--- config.mk ---
export PLATFORM = sky130hd
export DESIGN_NAME = dmpa_ctrl
export DESIGN_NICKNAME = d
export VERILOG_FILES = /design/src/rtl/dmpa_pkg.sv /design/src/rtl/dmpa_decode.sv /design/src/rtl/dmpa_pacc_fsm.sv /design/src/rtl/dmpa_probe_regs.sv /design/src/rtl/dmpa_ctrl.sv
export SDC_FILE = /design/constraint.sdc
export NUM_CORES = 1
export LEC_CHECK = 0
export ABC_CLOCK_PERIOD_IN_PS = 2700
export CAP_MARGIN = 20
export CELL_PAD_IN_SITES_DETAIL_PLACEMENT = 1
export CELL_PAD_IN_SITES_GLOBAL_PLACEMENT = 2
export CORE_MARGIN = 2
export CORE_UTILIZATION = 36
export CTS_BUF_LIST = sky130_fd_sc_hd__clkbuf_16
export DETAILED_ROUTE_END_ITERATION = 10
export DONT_BUFFER_PORTS = 1
export PLACE_DENSITY_LB_ADDON = 0.1
export RECOVER_POWER = 100
export SETUP_SLACK_MARGIN = 0.3
export SYNTH_ARGS = -nofsm -noshare
export SYNTH_HDL_FRONTEND = slang
export SYNTH_SLANG_ARGS = --single-unit
--- constraint.sdc ---
create_clock -name clk -period 2.7 [get_ports clk]
set_input_delay 0.135 -clock clk [delete_from_list [all_inputs] [get_ports clk]]
set_output_delay 0.135 -clock clk [all_outputs]
set_load 0.01 [all_outputs]
--- src/rtl/dmpa_pkg.sv ---
package dmpa_pkg;
  typedef enum logic [1:0] {
    ACC_FETCH = 2'd0,
    ACC_LOAD  = 2'd1,
    ACC_STORE = 2'd2
  } acc_kind_e;

  typedef enum logic [1:0] {
    PSEL_CTRL = 2'd0,
    PSEL_ADDR = 2'd1,
    PSEL_DATA = 2'd2
  } psel_e;

  typedef enum logic [1:0] {
    ST_IDLE = 2'd0,
    ST_PEND = 2'd1,
    ST_DONE = 2'd2
  } pst_e;

  localparam int CTRL_PEND_BIT = 0;
  localparam int CTRL_DIR_BIT  = 1;
  localparam int DATA_W        = 32;
endpackage

--- src/rtl/dmpa_decode.sv ---
module dmpa_decode #(
  parameter int                ADDR_W     = 64,
  parameter logic [ADDR_W-1:0] SEG_BASE   = 64'hFFFF_FFFF_FF20_0000,
  parameter int                SEG_LOG2   = 21,
  parameter int                FAST_BYTES = 16
) (
  input  logic [ADDR_W-1:0] addr,
  output logic              in_seg,
  output logic              in_win,
  output logic              in_regs,
  output logic              in_fast
);
  localparam logic [SEG_LOG2-1:0] FAST_LIM = SEG_LOG2'(FAST_BYTES);

  // the segment is aligned to its size, so only the bits above the offset compare
  assign in_seg  = (addr[ADDR_W-1:SEG_LOG2] == SEG_BASE[ADDR_W-1:SEG_LOG2]);
  // top offset bit splits probe memory (0) from debug registers (1)
  assign in_win  = in_seg && !addr[SEG_LOG2-1];
  assign in_regs = in_seg &&  addr[SEG_LOG2-1];
  assign in_fast = in_win && (addr[SEG_LOG2-1:0] < FAST_LIM);
endmodule

--- src/rtl/dmpa_pacc_fsm.sv ---
module dmpa_pacc_fsm
  import dmpa_pkg::*;
(
  input  logic              clk,
  input  logic              rst_n,
  input  logic              req_hit,
  input  logic              req_store,
  input  logic              req_fast,
  input  logic [31:0]       req_addr,
  input  logic [DATA_W-1:0] req_wdata,
  input  logic              clr_req,
  input  logic              fast_go,
  input  logic [DATA_W-1:0] fast_wdata,
  input  logic              data_we,
  input  logic [DATA_W-1:0] data_wdata,
  output logic              pend,
  output logic              done,
  output logic              dir,
  output logic              fast_ok,
  output logic [31:0]       addr_q,
  output logic [DATA_W-1:0] data_q
);
  pst_e st_q, st_d;
  logic fast_q;
  logic raise;
  logic fast_fire;

  assign pend      = (st_q == ST_PEND);
  assign done      = (st_q == ST_DONE);
  assign fast_ok   = pend && fast_q;
  assign fast_fire = fast_go && fast_ok;
  assign raise     = (st_q == ST_IDLE) && req_hit;

  always_comb begin
    st_d = st_q;
    unique case (st_q)
      ST_IDLE: if (req_hit) st_d = ST_PEND;
      ST_PEND: if (clr_req || fast_fire) st_d = ST_DONE;
      ST_DONE: if (req_hit) st_d = ST_IDLE;  // ready is high here, so the CPU is accepted
      default: st_d = ST_IDLE;
    endcase
  end

  always_ff @(posedge clk) begin
    if (!rst_n) begin
      st_q   <= ST_IDLE;
      fast_q <= 1'b0;
      dir    <= 1'b0;
      addr_q <= '0;
      data_q <= '0;
    end else begin
      st_q <= st_d;
      if (raise) begin
        addr_q <= req_addr;
        dir    <= req_store;
        fast_q <= req_fast;
      end
      if (raise && req_store) begin
        data_q <= req_wdata;
      end else if (fast_fire && !dir) begin
        data_q <= fast_wdata;
      end else if (data_we) begin
        data_q <= data_wdata;
      end
    end
  end
endmodule

--- src/rtl/dmpa_probe_regs.sv ---
module dmpa_probe_regs
  import dmpa_pkg::*;
(
  input  logic              prb_we,
  input  logic [1:0]        prb_sel,
  input  logic [DATA_W-1:0] prb_wdata,
  input  logic              pend,
  input  logic              dir,
  input  logic [31:0]       addr_q,
  input  logic [DATA_W-1:0] data_q,
  output logic              clr_req,
  output logic              data_we,
  output logic [DATA_W-1:0] data_wdata,
  output logic [DATA_W-1:0] prb_rdata
);
  logic [DATA_W-1:0] ctrl_word;

  always_comb begin
    ctrl_word                = '0;
    ctrl_word[CTRL_PEND_BIT] = pend;
    ctrl_word[CTRL_DIR_BIT]  = dir;
  end

  // only a zero in the pending bit is an action; a one is dropped
  assign clr_req    = prb_we && (prb_sel == PSEL_CTRL) && !prb_wdata[CTRL_PEND_BIT];
  assign data_we    = prb_we && (prb_sel == PSEL_DATA);
  assign data_wdata = prb_wdata;

  always_comb begin
    unique case (prb_sel)
      PSEL_CTRL: prb_rdata = ctrl_word;
      PSEL_ADDR: prb_rdata = DATA_W'(addr_q);
      PSEL_DATA: prb_rdata = data_q;
      default:   prb_rdata = '0;
    endcase
  end
endmodule

--- src/rtl/dmpa_ctrl.sv ---
module dmpa_ctrl
  import dmpa_pkg::*;
#(
  parameter int                ADDR_W     = 64,
  parameter logic [ADDR_W-1:0] SEG_BASE   = 64'hFFFF_FFFF_FF20_0000,
  parameter int                SEG_LOG2   = 21,
  parameter int                FAST_BYTES = 16
) (
  input  logic              clk,
  input  logic              rst_n,
  input  logic              cpu_valid,
  output logic              cpu_ready,
  input  logic [1:0]        cpu_kind,
  input  logic [ADDR_W-1:0] cpu_addr,
  input  logic [31:0]       cpu_wdata,
  output logic [31:0]       cpu_rdata,
  output logic              bus_sel,
  output logic              dregs_sel,
  input  logic              prb_we,
  input  logic [1:0]        prb_sel,
  input  logic [31:0]       prb_wdata,
  output logic [31:0]       prb_rdata,
  input  logic              fast_valid,
  input  logic              fast_hold,
  input  logic [31:0]       fast_wdata,
  output logic              fast_ok,
  output logic [31:0]       fast_rdata
);
  logic        in_seg, in_win, in_regs, in_fast;
  logic        win_hit;
  logic        pend, done, dir;
  logic        clr_req, data_we;
  logic [31:0] data_wdata;
  logic [31:0] addr_q, data_q;

  dmpa_decode #(
    .ADDR_W(ADDR_W), .SEG_BASE(SEG_BASE), .SEG_LOG2(SEG_LOG2), .FAST_BYTES(FAST_BYTES)
  ) u_dec (
    .addr(cpu_addr), .in_seg(in_seg), .in_win(in_win), .in_regs(in_regs), .in_fast(in_fast)
  );

  assign win_hit = cpu_valid && in_win;

  dmpa_probe_regs u_regs (
    .prb_we(prb_we), .prb_sel(prb_sel), .prb_wdata(prb_wdata),
    .pend(pend), .dir(dir), .addr_q(addr_q), .data_q(data_q),
    .clr_req(clr_req), .data_we(data_we), .data_wdata(data_wdata), .prb_rdata(prb_rdata)
  );

  dmpa_pacc_fsm u_fsm (
    .clk(clk), .rst_n(rst_n),
    .req_hit(win_hit), .req_store(cpu_kind == ACC_STORE), .req_fast(in_fast),
    .req_addr(cpu_addr[31:0]), .req_wdata(cpu_wdata),
    .clr_req(clr_req), .fast_go(fast_valid && !fast_hold), .fast_wdata(fast_wdata),
    .data_we(data_we), .data_wdata(data_wdata),
    .pend(pend), .done(done), .dir(dir), .fast_ok(fast_ok),
    .addr_q(addr_q), .data_q(data_q)
  );

  assign cpu_ready  = !win_hit || done;
  assign cpu_rdata  = (done && !dir) ? data_q : '0;
  assign bus_sel    = cpu_valid && !in_seg;
  assign dregs_sel  = cpu_valid && in_regs;
  assign fast_rdata = data_q;
endmodule

==> results of run 1 <==
[placed cells by master (no fill, tap or decap), types with 3 or more instances in the layout]
cell type / netlist / routed
and2_0: 0 / 33
a22o_1: 30 / 30
o211ai_1: 32 / 32
mux2_1: 32 / 32
or4_1: 3 / 3
o21ai_0: 1 / 3
dfxtp_1: 68 / 68
and3b_1: 4 / 4
o21a_1: 10 / 10
nand2_1: 78 / 78
nand3b_1: 34 / 34
dlygate4sd3_1: 0 / 53
nor4b_1: 4 / 4
buf_4: 0 / 6
clkbuf_16: 0 / 9
mux2i_1: 55 / 55
clkbuf_2: 0 / 4
nand4_1: 10 / 10
clkinv_2: 0 / 3
[sequential cells by signal, summed over array words and instances, names as in the netlist]
register and cells:
u_fsm.addr_q 32, u_fsm.data_q 32, u_fsm.dir 1, u_fsm.fast_q 1, u_fsm.st_q 2
[cells by family after synthesis]
kind of cell	count (synthesis)	synth area share
mux	87	0.219
simple gates	187	0.254
buf+inv	46	0.0514
compound gates	78	0.149
flops	68	0.327
[final cells by class]
cell class / count / area, µm²
fillers: 1324 / 6340
multi-input cells: 352 / 2600
flip-flops and latches: 68 / 1360
repair buffers: 65 / 643
clock buffers: 9 / 225
well taps: 143 / 179
clock inverters: 5 / 22.5
[worst reg2reg max path, delay by kind of cell (launching register included)]
kind / cells / cell delay [ns]
buffers and inverters: 2 / 1.02
multiplexers: 1 / 0.17
AND/OR/NAND/NOR: 2 / 0.37
AO/OA/AOI/OAI: 1 / 0.20
flip-flops: 1 / 0.37
[metal layers]
layer	GRT usage	vias to the layer above	wire length (µm)
li1	-	1746	-
met4	0.0560	2	156
met5	0	-	11
met3	0.0866	15	1190
met2	0.426	157	7660
met1	0.265	1818	6000
[stage by stage]
step	power, mW	cells
finish	2.29	642
detailed placement	1.20	574
global route	2.40	642
global placement	1.19	574
floorplan	1.19	466
CTS	2.33	642
[worst paths after layout]
check	start	endpoint	cells past startpoint
max reg2reg	u_fsm.st_q[0]	u_fsm.data_q[20]	6
max	u_fsm.st_q[0]	cpu_rdata[31]	4
min reg2reg	u_fsm.addr_q[15]	u_fsm.addr_q[15]	2
min	cpu_addr[12]	u_fsm.fast_q	3
[cell usage after synthesis, drive strengths merged]
cell type / instances / share of area
nand3b: 34 / 0.061
nand4bb: 1 / 0.0027
nand2: 78 / 0.070
nand2b: 1 / 0.0015
or3: 2 / 0.0030
o211ai: 32 / 0.058
nand3: 1 / 0.0012
mux2: 32 / 0.087
nor2: 3 / 0.0027
nand4: 10 / 0.015
dfxtp: 68 / 0.33
and3b: 4 / 0.0084
nor3: 1 / 0.0012
a21boi: 1 / 0.0018
nor4: 3 / 0.0081
a22o: 30 / 0.063
nor4b: 4 / 0.0084
o21a: 10 / 0.018
and2: 35 / 0.053
or4: 3 / 0.0054
clkbuf: 36 / 0.032
nor3b: 2 / 0.0036
buf: 10 / 0.019
nand4b: 1 / 0.0021
o2bb2ai: 1 / 0.0021
mux2i: 55 / 0.13
o21ai: 3 / 0.0036
nor2b: 4 / 0.0060
o41a: 1 / 0.0027
[power groups by stage]
stage	Sequential [mW]	Clock, mW	Combinational, mW
3_3_place_gp	1.07	0	0.121
6_report	1.05	1.02	0.221
2_1_floorplan	1.06	0	0.124
5_1_grt	1.05	1.11	0.241
3_5_place_dp	1.07	0	0.125
4_1_cts	1.05	1.06	0.221
[repair_timing]
| item | 4_1_cts | 5_1_grt |
|---|---|---|
| resized for setup | 0 | 0 |
| endpoints found under the hold margin | 67 | 0 |
| hold buffers | 54 | 0 |
==> metrics.md, run 1 <==
| Metric | Value |
|---|---|
| Status | completed |
| Largest net degree at the start of global routing | 120 |
| Worst R2R Setup Slack | 0.51 ns |
| Setup slack after layout | 0.484 ns |
| Syn_area_per_cell | 8.93 µm² |
| Startpoint Class | flip-flop |
| Crit Path Class | flip-flop to output port |
| Worst Skew | 0.00620 ns |
| Power density cells | 454 nW/µm² |
| Clock Pin Slew Worst Setup and Hold Paths | 0.05 ns |
| H-tree depth | 3 |
| TritonRoute pass-1 iters | 4 |
| Internal power | 1.74 mW |
| Clock power frac | 0.444 |
| Largest driver fanout on the critical path | 20 |
| Worst Path Arrival | 2.08 ns |
| Worst slew margin | 0.413 |
| Max incr delay on CP | 0.48 ns |
| CTS Sinks | 68 |
| # Max-Cap Violations | 0 |
| Critical path endpoint category | output port |
| Die X | 112 µm |
| Final net count | 666 |
| Worst slew pin tran | 0.878 ns |
| RSZ-0062 raised after global routing | false |
| Seq pwr share | 0.459 |
| Vias post-DR | 3738 |
| CTS max path bufs | 2 |
| Mapped Cells | 466 |
| Dpl ws | 0.658 ns |
| Post-layout instance area | 5030 µm² |
| Total gr overflow | 0 |
| Initial Util | 0.366 |
| Core box area | 11400 µm² |
| Area growth from synthesis to layout | 20.9% |
| Switch Pwr | 0.550 mW |
| Setup Fix Bufs, Post-CTS | 0 |
| F_max | 451 MHz |
| Max VDD drop | 360 µV |
| Die Y | 112 µm |
| WL/cell | 23.4 µm |
| Fin Hold WS | 0.0401 ns |
| CP bufs+invs | 1 |
| Placer Congestion | 0.779 |
| Fin crit share | 0.821 |
| Yosys reg bits | 68 |
| FP Rows | 39 |
| Minimum clock period | 2.22 ns |
| Ant diodes | 0 |
| CTS tree | done |
| Die footprint | 12400 µm² |
| Vias in the first global route | 4088 |
| Top Ports | 270 |
| Share of cells above drive strength 1 | 0.0581 |
| Via/cell ratio | 5.82 |
| Initial DRC count | 179 |
| Combinational Power Share | 0.096 |
| CTS root buf | clkbuf_16 |
| Yosys warns | 0 |
| Sequential cell area fraction in the yosys report | 0.327 |
| Final setup TNS | 0 ns |
| DR DRC count | 0 |
| Final Core Density | 0.443 |
| Synth unique cells | 33 |
| Hpwl dp | 9810 µm |
| Mapped Nets | 636 |
| IO Port Bufs | 0 |
| Post-DRT Antenna Nets | 0 |
| GRT Util Overall | 0.236 |
| Worst min path class | input port to flip-flop |
| Crit-path leading delay family | simple AND/OR/NAND/NOR gates |
| Sw frac | 0.241 |
| CTS Buf Count | 9 |
| Leakage power | 1.75 nW |
| Cells along the critical path | nand2b_1 > nor2_2 > clkbuf_2 > and2_0 |
| Clk_lat worst skew | 0.33 ns |
| Max-slew violation count | 0 |
| CP required | 2.57 ns |
| Crit-path slowest cell | clkbuf_2 |
| Hold Vio Cnt, Final | 0 |
| Drt total wl | 15000 µm |
| Setup Viol. Count Final | 0 |
| Antenna violations before repair | 1 |
| Netlist Area Pre-Place | 4160 µm² |
| First-pass GRT wire length | 23100 µm |
| DP Area | 4240 µm² |
No activity file was read; power rests on OpenSTA's default activity.
==> run 2, diff against run 1 <==
--- a/config.mk
+++ b/config.mk
@@ -5,12 +5,13 @@
 export SDC_FILE = /design/constraint.sdc
 export NUM_CORES = 1
 export LEC_CHECK = 0
-export ABC_CLOCK_PERIOD_IN_PS = 2700
+export ABC_AREA = 1
+export ABC_CLOCK_PERIOD_IN_PS = 2000
 export CAP_MARGIN = 20
 export CELL_PAD_IN_SITES_DETAIL_PLACEMENT = 1
 export CELL_PAD_IN_SITES_GLOBAL_PLACEMENT = 2
 export CORE_MARGIN = 2
-export CORE_UTILIZATION = 36
+export CORE_UTILIZATION = 27
 export CTS_BUF_LIST = sky130_fd_sc_hd__clkbuf_16
 export DETAILED_ROUTE_END_ITERATION = 10
 export DONT_BUFFER_PORTS = 1
==> constraint.sdc (replaced) <==
create_clock -name clk -period 2 [get_ports clk]
set_input_delay 0.1 -clock clk [delete_from_list [all_inputs] [get_ports clk]]
set_output_delay 0.1 -clock clk [all_outputs]
set_load 0.01 [all_outputs]
==> run 2 against run 1 <==
- count of clock-buffer cells in the layout unchanged
- die area increased by 42%
- combinational power grew 56%
- core utilization is 11 points lower
- cell area is 7.2% higher
- first-iteration DRC count is 11% lower
- final cell count rose by 55%
- critical path depth increased by 8
- sequential share of layout area down 1.8 points
- synthesized cell count increased by 59%
==> metrics.md, run 2 <==
| Metric | Value |
|---|---|
| Die footprint | 17700 µm² |
| Area growth from synthesis to layout | 20.1% |
| Synth top area share | 0.303 |
| Initial Util | 0.274 |
| DR DRC count | 0 |
| Worst Skew | 0.00735 ns |
| WL/cell | 18.7 µm |
| FP Rows | 47 |
| Post-synth top area cell | dfxtp_1 |
| Crit Path Class | flip-flop to flip-flop |
| H-tree depth | 3 |
| CTS max path bufs | 2 |
| Vias post-DR | 4839 |
| Minimum clock period | 1.71 ns |
| Final std cells w/o fill | 996 |
| Fin crit share | 0.855 |
| Die Y | 133 µm |
| Clk_lat worst skew | 0.34 ns |
| Hold Vio Cnt, Final | 0 |
| Antenna violations before repair | 0 |
| Final setup TNS | 0 ns |
| Syn_area_per_cell | 6.05 µm² |
| Power density cells | 612 nW/µm² |
| Top Ports | 270 |
| Clock power frac | 0.461 |
| Most frequent cells in the layout | nand2_1, nor2_1, inv_1, o21ai_0, dfxtp_1 |
| Synth unique cells | 26 |
| Biggest regs | u_fsm.addr_q (32), u_fsm.data_q (32), u_fsm.st_q (2) |
| Most used flip-flop cell after synthesis | dfxtp_1 |
| # Max-Cap Violations | 0 |
| CTS Buf Count | 9 |
| Largest driver fanout on the critical path | 10 |
| Worst slew pin tran | 0.926 ns |
| Async S/R FF share, synth | 0 |
| Initial DRC count | 160 |
| Hpwl dp | 14000 µm |
| Status | completed |
| Sequential cell area fraction in the yosys report | 0.303 |
| Filler cells | 2130 |
| Mapped Cells | 742 |
| CP required | 2.28 ns |
| Seq pwr share | 0.435 |
| Ant diodes | 0 |
| Max-slew violation count | 0 |
| Dpl cells | 943 |
| Placer Congestion | 0.801 |
| Final net count | 942 |
| Worst Path Arrival | 1.99 ns |
| Setup Viol. Count Final | 0 |
| Internal power | 2.46 mW |
| RSZ-0062 raised after global routing | true |
| Leakage power | 2.56 nW |
| Core box area | 16400 µm² |
| CTS root buf | clkbuf_16 |
| IO Port Bufs | 0 |
| Die X | 133 µm |
| Largest net degree at the start of global routing | 56 |
| First-pass GRT wire length | 28000 µm |
| Drt total wl | 18600 µm |
| Total gr overflow | 0 |
| EDFF count, synth | 0 |
| Vias in the first global route | 4898 |
| Startpoint Class | flip-flop |
| Critical path endpoint category | flip-flop |
| Combinational Power Share | 0.104 |
| Dominant cells by area after synthesis | dfxtp_1, nand2_1, nor2_1 |
| Commonest non-fill, non-tap cell in the layout | nand2_1 |
| Clock Pin Slew Worst Setup and Hold Paths | 0.06 ns |
| Worst min path class | input port to flip-flop |
| Max VDD drop | 266 µV |
| Sw frac | 0.255 |
| Worst slew margin | 0.382 |
| Yosys reg bits | 68 |
| Via/cell ratio | 4.86 |
| Mapped Nets | 912 |
| GRT Util Overall | 0.203 |
| TritonRoute pass-1 iters | 4 |
| F_max | 585 MHz |
| Post-DRT Antenna Nets | 0 |
| Share of cells above drive strength 1 | 0.0979 |
| Netlist Area Pre-Place | 4490 µm² |
| Switch Pwr | 0.842 mW |
| Yosys warns | 0 |
| Most common cell in the netlist | nand2_1 |
| Commonest cells in the netlist | nand2_1, nor2_1, inv_1 |
| CTS tree | done |
| CTS Sinks | 68 |
==> run 2: power groups by stage <==
| stage | Clock, mW | Combinational (mW) | Sequential, mW |
|---|---|---|---|
| 2_1_floorplan | 0 | 0.216 | 1.45 |
| 3_3_place_gp | 0 | 0.265 | 1.47 |
| 3_5_place_dp | 0 | 0.271 | 1.47 |
| 4_1_cts | 1.57 | 0.348 | 1.44 |
| 5_1_grt | 1.62 | 0.386 | 1.44 |
| 6_report | 1.52 | 0.344 | 1.44 |
==> run 2: what timing repair did <==
item	in CTS	in global routing
gates resized for setup	1	14
endpoints found under the setup margin	16	45
pin swaps	0	2
buffers inserted	0	4
hold buffers	32	0
endpoints found under the hold margin	55	0
gates cloned	0	2
==> run 2: layer usage <==
layer / GRT usage / up-vias / wire length [µm]
met2: 0.313 / 154 / 8260
met5: 0 / - / 0
li1: - / 2400 / -
met1: 0.283 / 2268 / 8900
met4: 0.0645 / 0 / 296
met3: 0.0410 / 17 / 1150
==> run 2: cell type report <==
cell class	count	area [µm²]	share of cell area
repair buffers	68	597	0.111
multi-input cells	529	2500	0.464
well taps	220	275	0.0510
flip-flops and latches	68	1360	0.253
clock buffers	9	225	0.0418
repair inverters	2	15.0	0.00278
clock inverters	6	48.8	0.00905
inverters	94	365	0.0677
==> run 2: kinds of logic after synthesis <==
kind of cell	after synthesis	synth area share
AND/OR/NAND/NOR	427	0.438
buffers and inverters	145	0.140
AO/OA/AOI/OAI	102	0.118
flip-flops	68	0.303
==> run 2: per-stage QoR <==
stage	hold WS (ns)	power, mW	instance area (µm²)	util	worst slack (ns)
after CTS	0.000768	3.35	5380	0.328	0.322
after global placement	0.234	1.73	4760	0.290	0.317
after global routing	0.0210	3.44	5390	0.329	0.145
after floorplan	0.235	1.67	4490	-	0.560
final	0.00233	3.30	5390	0.329	0.289
after detailed placement	0.237	1.74	4760	0.290	0.218
==> run 2: worst max-delay path: stages, from the launching register on <==
cell,delay [ns]
dfxtp_1,0.32
inv_2,0.08
nand2_2,0.07
nor2_1,0.23
nand3_4,0.20
buf_12,0.18
inv_4,0.12
nand2_1,0.08
nand2_1,0.06
nand2_1,0.05
nand2_1,0.08
clkinv_1,0.08
nor2_1,0.10
==> run 2: worst paths after layout <==
check	startpoint	cells past startpoint	slack [ns]	endpoint
worst max register to register	u_fsm.st_q[1]	12	0.29	u_fsm.data_q[21]
worst min register to register	u_fsm.addr_q[20]	2	0.45	u_fsm.addr_q[20]
worst min-delay path	cpu_wdata[5]	4	0.002	u_fsm.data_q[5]
worst max-delay path	u_fsm.st_q[1]	12	0.29	u_fsm.data_q[21]
